$ cat config.mk
export PLATFORM = sky130hd
export DESIGN_NAME = pm_mailbox_ch
export DESIGN_NICKNAME = d
export VERILOG_FILES = /design/src/rtl/pm_mbx_pkg.sv /design/src/rtl/pm_mbx_ctrl.sv /design/src/rtl/pm_mbx_dpath.sv /design/src/rtl/pm_mailbox_ch.sv
export SDC_FILE = /design/constraint.sdc
export NUM_CORES = 1
export LEC_CHECK = 0
export BUFFER_PORTS_ARGS = -buffer_cell sky130_fd_sc_hd__buf_2
export CORE_UTILIZATION = 30
export DETAILED_ROUTE_END_ITERATION = 10
export HOLD_SLACK_MARGIN = 0.08
export MAX_ROUTING_LAYER = met4
export SETUP_SLACK_MARGIN = 0.05
export SYNTH_ARGS = -nofsm -noshare
export SYNTH_HDL_FRONTEND = slang
export SYNTH_SLANG_ARGS = --single-unit
$ cat constraint.sdc
create_clock -name clk -period 2.55 [get_ports clk]
set_input_delay 0.255 -clock clk [delete_from_list [all_inputs] [get_ports clk]]
set_output_delay 0.255 -clock clk [all_outputs]
set_load 0.03 [all_outputs]
$ cat src/rtl/pm_mbx_pkg.sv
package pm_mbx_pkg;

  // Local register offsets (decoded by firmware drivers, kept fixed)
  localparam logic [7:0] OFS_STATUS = 8'h10;
  localparam logic [7:0] OFS_DOUT   = 8'h11;
  localparam logic [7:0] OFS_DIN    = 8'h14;
  localparam logic [7:0] OFS_CTRL   = 8'h16;
  localparam logic [7:0] OFS_MBX    = 8'h19;

  // Status bit positions as seen by host and firmware
  localparam int ST_OBF = 0;
  localparam int ST_IBF = 1;
  localparam int ST_GPF = 2;
  localparam int ST_CMD = 3;

  localparam int CTL_IBFIE = 0;
  localparam int CTL_OBEIE = 1;
  localparam int MBX_DED   = 5;

  typedef struct packed {
    logic hostDataWr;
    logic hostCmdWr;
    logic hostDataRd;
    logic locStatusWr;
    logic locDoutWr;
    logic locDinRd;
    logic locCtrlWr;
    logic locMbxWr;
  } mbxStrobes_t;

  typedef enum logic [1:0] {HSEL_NONE, HSEL_DATA, HSEL_CMD} hostSel_t;

  typedef enum logic [2:0] {
    LSEL_NONE, LSEL_STATUS, LSEL_DOUT, LSEL_DIN, LSEL_CTRL, LSEL_MBX
  } locSel_t;

endpackage

$ cat src/rtl/pm_mbx_ctrl.sv
module pm_mbx_ctrl
  import pm_mbx_pkg::*;
#(
  parameter int HOST_AW    = 16,
  parameter int LOC_AW     = 8,
  parameter int CMD_OFFSET = 4
) (
  input  logic [HOST_AW-1:0] dataPortBase,
  input  logic               hostValid,
  input  logic               hostWrite,
  input  logic [HOST_AW-1:0] hostAddr,
  input  logic               locValid,
  input  logic               locWrite,
  input  logic [LOC_AW-1:0]  locAddr,
  output mbxStrobes_t        strobes,
  output hostSel_t           hostSel,
  output locSel_t            locSel
);

  localparam logic [HOST_AW-1:0] CMD_DELTA = HOST_AW'(CMD_OFFSET);

  logic [HOST_AW-1:0] cmdPortAddr;
  logic               hitData;
  logic               hitCmd;
  logic [7:0]         locOfs;

  assign cmdPortAddr = dataPortBase + CMD_DELTA;
  assign hitData     = (hostAddr == dataPortBase);
  assign hitCmd      = (hostAddr == cmdPortAddr) && !hitData;
  assign locOfs      = 8'(locAddr);

  always_comb begin
    if (hitData)     hostSel = HSEL_DATA;
    else if (hitCmd) hostSel = HSEL_CMD;
    else             hostSel = HSEL_NONE;
  end

  always_comb begin
    unique case (locOfs)
      OFS_STATUS: locSel = LSEL_STATUS;
      OFS_DOUT:   locSel = LSEL_DOUT;
      OFS_DIN:    locSel = LSEL_DIN;
      OFS_CTRL:   locSel = LSEL_CTRL;
      OFS_MBX:    locSel = LSEL_MBX;
      default:    locSel = LSEL_NONE;
    endcase
  end

  always_comb begin
    strobes             = '0;
    strobes.hostDataWr  = hostValid &&  hostWrite && hitData;
    strobes.hostCmdWr   = hostValid &&  hostWrite && hitCmd;
    strobes.hostDataRd  = hostValid && !hostWrite && hitData;
    strobes.locStatusWr = locValid  &&  locWrite  && (locSel == LSEL_STATUS);
    strobes.locDoutWr   = locValid  &&  locWrite  && (locSel == LSEL_DOUT);
    strobes.locDinRd    = locValid  && !locWrite  && (locSel == LSEL_DIN);
    strobes.locCtrlWr   = locValid  &&  locWrite  && (locSel == LSEL_CTRL);
    strobes.locMbxWr    = locValid  &&  locWrite  && (locSel == LSEL_MBX);
  end

endmodule

$ cat src/rtl/pm_mbx_dpath.sv
module pm_mbx_dpath
  import pm_mbx_pkg::*;
#(
  parameter int DW = 8
) (
  input  logic        clk,
  input  logic        rstN,
  input  mbxStrobes_t strobes,
  input  hostSel_t    hostSel,
  input  locSel_t     locSel,
  input  logic [DW-1:0] hostWdata,
  input  logic [DW-1:0] locWdata,
  output logic [DW-1:0] hostRdata,
  output logic [DW-1:0] locRdata,
  input  logic        ch1IbfReq,
  input  logic        ch1ObeReq,
  output logic        sharedIbfIrq,
  output logic        sharedObeIrq,
  output logic        ch2IbfIrq,
  output logic        ch2ObeIrq
);

  logic [DW-1:0] dataIn;
  logic [DW-1:0] dataOut;
  logic          ibf, obf, gpf, cmdFlag;
  logic          ibfIe, obeIe, dedicated;
  logic [DW-1:0] statusByte;
  logic [DW-1:0] ctrlByte;
  logic [DW-1:0] mbxByte;
  logic          hostWr;
  logic          ibfReq, obeReq;

  assign hostWr = strobes.hostDataWr || strobes.hostCmdWr;

  // Host-to-firmware path
  always_ff @(posedge clk) begin
    if (!rstN) begin
      dataIn  <= '0;
      ibf     <= 1'b0;
      cmdFlag <= 1'b0;
    end else begin
      if (hostWr) begin
        dataIn  <= hostWdata;
        cmdFlag <= strobes.hostCmdWr;
        ibf     <= 1'b1;
      end else if (strobes.locDinRd) begin
        ibf     <= 1'b0;
      end
    end
  end

  // Firmware-to-host path
  always_ff @(posedge clk) begin
    if (!rstN) begin
      dataOut <= '0;
      obf     <= 1'b0;
    end else begin
      if (strobes.locDoutWr) begin
        dataOut <= locWdata;
        obf     <= 1'b1;
      end else if (strobes.hostDataRd) begin
        obf     <= 1'b0;
      end
    end
  end

  // Firmware-owned configuration and busy flag
  always_ff @(posedge clk) begin
    if (!rstN) begin
      gpf       <= 1'b0;
      ibfIe     <= 1'b0;
      obeIe     <= 1'b0;
      dedicated <= 1'b0;
    end else begin
      if (strobes.locStatusWr) gpf <= locWdata[ST_GPF];
      if (strobes.locCtrlWr) begin
        ibfIe <= locWdata[CTL_IBFIE];
        obeIe <= locWdata[CTL_OBEIE];
      end
      if (strobes.locMbxWr) dedicated <= locWdata[MBX_DED];
    end
  end

  always_comb begin
    statusByte         = '0;
    statusByte[ST_OBF] = obf;
    statusByte[ST_IBF] = ibf;
    statusByte[ST_GPF] = gpf;
    statusByte[ST_CMD] = cmdFlag;
    ctrlByte            = '0;
    ctrlByte[CTL_IBFIE] = ibfIe;
    ctrlByte[CTL_OBEIE] = obeIe;
    mbxByte          = '0;
    mbxByte[MBX_DED] = dedicated;
  end

  always_comb begin
    unique case (hostSel)
      HSEL_DATA: hostRdata = dataOut;
      HSEL_CMD:  hostRdata = statusByte;
      default:   hostRdata = '0;
    endcase
  end

  always_comb begin
    unique case (locSel)
      LSEL_STATUS: locRdata = statusByte;
      LSEL_DOUT:   locRdata = dataOut;
      LSEL_DIN:    locRdata = dataIn;
      LSEL_CTRL:   locRdata = ctrlByte;
      LSEL_MBX:    locRdata = mbxByte;
      default:     locRdata = '0;
    endcase
  end

  // Interrupt requests and routing
  assign ibfReq       = ibf && ibfIe;
  assign obeReq       = !obf && obeIe;
  assign sharedIbfIrq = ch1IbfReq || (ibfReq && !dedicated);
  assign sharedObeIrq = ch1ObeReq || (obeReq && !dedicated);
  assign ch2IbfIrq    = ibfReq && dedicated;
  assign ch2ObeIrq    = obeReq && dedicated;

  AST_HOST_WR_SETS_IBF: assert property (@(posedge clk) disable iff (!rstN)
    hostWr |=> ibf);
  AST_CMD_FLAG_FOLLOWS_PORT: assert property (@(posedge clk) disable iff (!rstN)
    strobes.hostCmdWr |=> (cmdFlag && dataIn == $past(hostWdata)));
  AST_DIN_READ_CLEARS_IBF: assert property (@(posedge clk) disable iff (!rstN)
    (strobes.locDinRd && !hostWr) |=> !ibf);
  AST_DOUT_WRITE_SETS_OBF: assert property (@(posedge clk) disable iff (!rstN)
    strobes.locDoutWr |=> obf);
  AST_HOST_READ_CLEARS_OBF: assert property (@(posedge clk) disable iff (!rstN)
    (strobes.hostDataRd && !strobes.locDoutWr) |=> !obf);
  AST_IBF_HELD_WITHOUT_ACCESS: assert property (@(posedge clk) disable iff (!rstN)
    !(hostWr || strobes.locDinRd) |=> $stable(ibf));
  AST_SHARED_IBF_SOURCE: assert property (@(posedge clk) disable iff (!rstN)
    (sharedIbfIrq && !ch1IbfReq) |-> ibf);
  AST_ROUTE_EXCLUSIVE: assert property (@(posedge clk) disable iff (!rstN)
    $onehot0({ch2IbfIrq, sharedIbfIrq && !ch1IbfReq}));

endmodule

$ cat src/rtl/pm_mailbox_ch.sv
module pm_mailbox_ch
  import pm_mbx_pkg::*;
#(
  parameter int HOST_AW    = 16,
  parameter int LOC_AW     = 8,
  parameter int DW         = 8,
  parameter int CMD_OFFSET = 4
) (
  input  logic               clk,
  input  logic               rstN,
  input  logic [HOST_AW-1:0] dataPortBase,
  input  logic               hostValid,
  input  logic               hostWrite,
  input  logic [HOST_AW-1:0] hostAddr,
  input  logic [DW-1:0]      hostWdata,
  output logic [DW-1:0]      hostRdata,
  input  logic               locValid,
  input  logic               locWrite,
  input  logic [LOC_AW-1:0]  locAddr,
  input  logic [DW-1:0]      locWdata,
  output logic [DW-1:0]      locRdata,
  input  logic               ch1IbfReq,
  input  logic               ch1ObeReq,
  output logic               sharedIbfIrq,
  output logic               sharedObeIrq,
  output logic               ch2IbfIrq,
  output logic               ch2ObeIrq
);

  mbxStrobes_t strobes;
  hostSel_t    hostSel;
  locSel_t     locSel;

  pm_mbx_ctrl #(
    .HOST_AW(HOST_AW), .LOC_AW(LOC_AW), .CMD_OFFSET(CMD_OFFSET)
  ) u_ctrl (
    .dataPortBase(dataPortBase),
    .hostValid(hostValid),
    .hostWrite(hostWrite),
    .hostAddr(hostAddr),
    .locValid(locValid),
    .locWrite(locWrite),
    .locAddr(locAddr),
    .strobes(strobes),
    .hostSel(hostSel),
    .locSel(locSel)
  );

  pm_mbx_dpath #(.DW(DW)) u_dpath (
    .clk(clk),
    .rstN(rstN),
    .strobes(strobes),
    .hostSel(hostSel),
    .locSel(locSel),
    .hostWdata(hostWdata),
    .locWdata(locWdata),
    .hostRdata(hostRdata),
    .locRdata(locRdata),
    .ch1IbfReq(ch1IbfReq),
    .ch1ObeReq(ch1ObeReq),
    .sharedIbfIrq(sharedIbfIrq),
    .sharedObeIrq(sharedObeIrq),
    .ch2IbfIrq(ch2IbfIrq),
    .ch2ObeIrq(ch2ObeIrq)
  );

endmodule

==> impl_metrics.xml <==
<?xml version="1.0" encoding="UTF-8"?>
<metrics>
  <group name="timing">
    <metric name="final_setup_violations" unit="">0</metric>
    <metric name="timing.fmax" unit="MHz">414.4</metric>
    <metric name="min_period" unit="ns">2.413</metric>
    <metric name="actual_transition_at_the_worst_max_transition_pin" unit="ns">0.5599</metric>
    <metric name="hold_slack" unit="ns">0.2141</metric>
    <metric name="final_hold_violation_count" unit="">0</metric>
    <metric name="fin_crit_sh" unit="%">94.64</metric>
    <metric name="fin_tns_setup" unit="ns">0</metric>
    <metric name="final_worst_clock_skew" unit="ns">0</metric>
    <metric name="rsz_0062_raised_after_global_routing" unit="">no</metric>
    <metric name="relSlewSlack" unit="%">62.53</metric>
    <metric name="worst_slack" unit="ns">0.1367</metric>
    <metric name="timing.final.max_slew_violations" unit="">0</metric>
  </group>
  <group name="placed_design">
    <metric name="gp_routability_congestion" unit="">0.8555</metric>
    <metric name="port-buffer-count" unit="">83</metric>
    <metric name="dp_slack" unit="ns">-0.01843</metric>
    <metric name="place_hpwl" unit="mm">4.840</metric>
    <metric name="dp.cells" unit="">422</metric>
  </group>
  <group name="finish">
    <metric name="final_common_cell" unit="">sky130_fd_sc_hd__buf_2</metric>
    <metric name="count_of_antenna_diodes_in_the_layout" unit="">0</metric>
    <metric name="reg_top3" unit="">u_dpath.dataIn (8), u_dpath.dataOut (8)</metric>
    <metric name="mostFrequentLayoutCells" unit="">sky130_fd_sc_hd__buf_2, sky130_fd_sc_hd__nand2_1, sky130_fd_sc_hd__nor2_1, sky130_fd_sc_hd__dfxtp_1</metric>
    <metric name="post_route_cells_drive_above_1_share" unit="%">32.19</metric>
    <metric name="final_core_utilization" unit="%">43.35</metric>
    <metric name="design.final.nets" unit="">417</metric>
    <metric name="finish.cell_count_without_fillers" unit="">426</metric>
    <metric name="area_delta_synth_final" unit="%">35.75</metric>
  </group>
  <group name="clock_tree">
    <metric name="cts.repair_timing.setup_buffer_count" unit="">0</metric>
    <metric name="worst_skew_pair.late_latency" unit="ns">0.27</metric>
    <metric name="cts-root-buf" unit="">sky130_fd_sc_hd__clkbuf_8</metric>
    <metric name="tritoncts" unit="">done</metric>
    <metric name="numCtsBuffers" unit="">3</metric>
    <metric name="level_count_of_the_clock_h_tree" unit="">1</metric>
    <metric name="clock_sinks" unit="">23</metric>
    <metric name="cts_buffer_depth" unit="">2</metric>
    <metric name="clkTransAtPathRegs" unit="ns">0.09</metric>
  </group>
  <group name="route">
    <metric name="wire_per_inst" unit="um">14.35</metric>
    <metric name="drt_wl_total" unit="mm">6.111</metric>
    <metric name="avgViaCountPerCell" unit="">5.411</metric>
    <metric name="drt_first_pass_iters" unit="">4</metric>
    <metric name="routed-via-count" unit="">2305</metric>
    <metric name="ant_nets_after_route" unit="">0</metric>
    <metric name="drc_errors" unit="">0</metric>
    <metric name="drtIter0Drc" unit="">190</metric>
  </group>
  <group name="run_status">
    <metric name="run_status" unit="">finished clean</metric>
  </group>
  <group name="synth">
    <metric name="seq_area_frac_synth" unit="%">23.79</metric>
    <metric name="average_cell_area_after_synthesis" unit="um2">7.445</metric>
    <metric name="synth_flop_cell" unit="">sky130_fd_sc_hd__dfxtp_1</metric>
    <metric name="proportion_of_register_bits_with_asynchronous_set_or_reset_after_synthesis" unit="%">0</metric>
    <metric name="yosys_warnings" unit="">0</metric>
    <metric name="count_of_flip_flops_with_a_built_in_enable_after_synthesis" unit="">0</metric>
    <metric name="number_of_flip_flops_and_latches_in_the_synthesized_netlist" unit="">23</metric>
    <metric name="post_synth_num_cell_types" unit="">50</metric>
    <metric name="syn-instance-count" unit="">260</metric>
    <metric name="synth_nets" unit="">325</metric>
    <metric name="mappedNetlistArea" unit="um2">1936</metric>
  </group>
  <group name="setup_path">
    <metric name="critical_path.n_buffers_inverters" unit="">4</metric>
    <metric name="critical_path.cell_chain" unit="">buf_6, buf_4, xnor2_2, nor4_2, o211ai_1, or3_1, a2111oi_2, buf_4, a22o_1, buf_6</metric>
    <metric name="critical_path_arrival" unit="ns">2.16</metric>
    <metric name="worstPathRequired" unit="ns">2.30</metric>
    <metric name="startpoint_types" unit="">primary input</metric>
    <metric name="timing_worst_setup_path_type" unit="">primary input to output pin</metric>
    <metric name="setup_crit_end_kind" unit="">output pin</metric>
    <metric name="timing.critical_path.slowest_cell_delay" unit="ns">0.38</metric>
    <metric name="cpMaxStageDelayCell" unit="">sky130_fd_sc_hd__or3_1</metric>
    <metric name="cp_top_family" unit="">simple AND/OR/NAND/NOR gates</metric>
    <metric name="critical_path_peak_fanout" unit="">4</metric>
  </group>
  <group name="global_routing">
    <metric name="grt_pass1_wl" unit="mm">9.377</metric>
    <metric name="largest_net_degree_at_the_start_of_global_routing" unit="">16</metric>
    <metric name="grt_antenna_before_repair" unit="">0</metric>
    <metric name="grt_pass1_vias" unit="">1999</metric>
    <metric name="global_route.overflow_total" unit="">0</metric>
    <metric name="globalRouteTotalUtil" unit="%">18.27</metric>
  </group>
  <group name="floorplan">
    <metric name="coreArea" unit="um2">6061</metric>
    <metric name="number_of_placed_i_o_pins" unit="">84</metric>
    <metric name="initial_utilization" unit="%">31.94</metric>
    <metric name="die_height" unit="um">82.33</metric>
    <metric name="floorplan_die_area" unit="um2">6777</metric>
    <metric name="row_count" unit="">28</metric>
    <metric name="die_w" unit="um">82.33</metric>
  </group>
  <group name="min_path">
    <metric name="hp-class" unit="">primary input to flop</metric>
  </group>
  <group name="pwr">
    <metric name="ir_drop" unit="mV">0.1781</metric>
    <metric name="power_density" unit="nW/um2">312.0</metric>
    <metric name="leakagePower" unit="nW">1.087</metric>
  </group>
  <group name="flow_run">
    <metric name="timing.max_cap.violations" unit="">0</metric>
  </group>
</metrics>
synthesized netlist by cell type, drive strengths merged, types with 5 or more instances:
cell    instances  area, um2
nor2           25      93.84
nor4            9      56.30
a21oi          17      88.84
o31a            8      70.07
inv             5      18.77
mux2i           6      60.06
xor2           16      140.1
a22o            7      61.31
and2            6      37.54
dfxtp          23      460.4
a311o           8      80.08
nand2          45      168.9
buf             5      32.53
clkbuf          7      26.28
xnor2           7      61.31
nand3          11      55.05
or3             5      31.28
stage by stage:
stage	power [mW]	area (um2)
2_1_floorplan	0.4682	1936
3_3_place_gp	0.5724	2506
3_5_place_dp	0.5745	2506
4_1_cts	0.8210	2613
5_1_grt	0.8537	2628
6_report	0.8198	2628
metal layers:
| layer | up-vias | GRT usage [%] | routed length, um |
|---|---|---|---|
| met4 | 0 | 2.807 | 55 |
| met3 | 7 | 1.978 | 283 |
| met5 | - | - | 0 |
| met1 | 1088 | 22.80 | 2667 |
| li1 | 1144 | - | - |
| met2 | 66 | 32.15 | 3104 |
worst reg2reg max path, delay by kind of cell (launching register included):
family          cells  cell delay, ns
compound gates      2            0.41
flops               1            0.35
simple gates        2            0.11
repair_timing:
action                                  CTS  global route
gates resized for setup                  14             3
hold buffers                              0             0
pin swaps                                 8             3
endpoints found under the setup margin    4             4
report_power, final:
group / switching, mW / internal, mW
clock: 0.133 / 0.111
sequential: 0.000138 / 0.359
combinational: 0.119 / 0.0975
total: 0.252 / 0.567
final timing paths:
check                      from                 end  slack [ns]  cells past startpoint
max             dataPortBase[2]        hostRdata[2]        0.14                     10
min                 locWdata[7]  u_dpath.dataOut[7]        0.21                      3
max reg2reg   u_dpath.dataIn[6]   u_dpath.dataIn[6]        1.58                      4
min reg2reg  u_dpath.dataOut[6]  u_dpath.dataOut[6]        0.47                      2
cell type report:
type	count	area, um2
tap	75	93.84
inverter	5	18.77
fill	637	3433
timing repair buffer	99	573.1
clock inverter	1	7.507
multi-input combinational	220	1433
clock buffer	3	41.29
sequential	23	460.4
cell families after synthesis:
kind of cell,after synthesis,synth area share [%]
AOI/OAI and AO/OA,64,25.53
xor gates and xnor gates,23,10.41
adders and majority gates,1,0.6463
buffers and inverters,17,4.008
DFF,23,23.79
muxes,6,3.103
and+or+nand+nor,126,32.51
(Power assumes the default switching activity.)
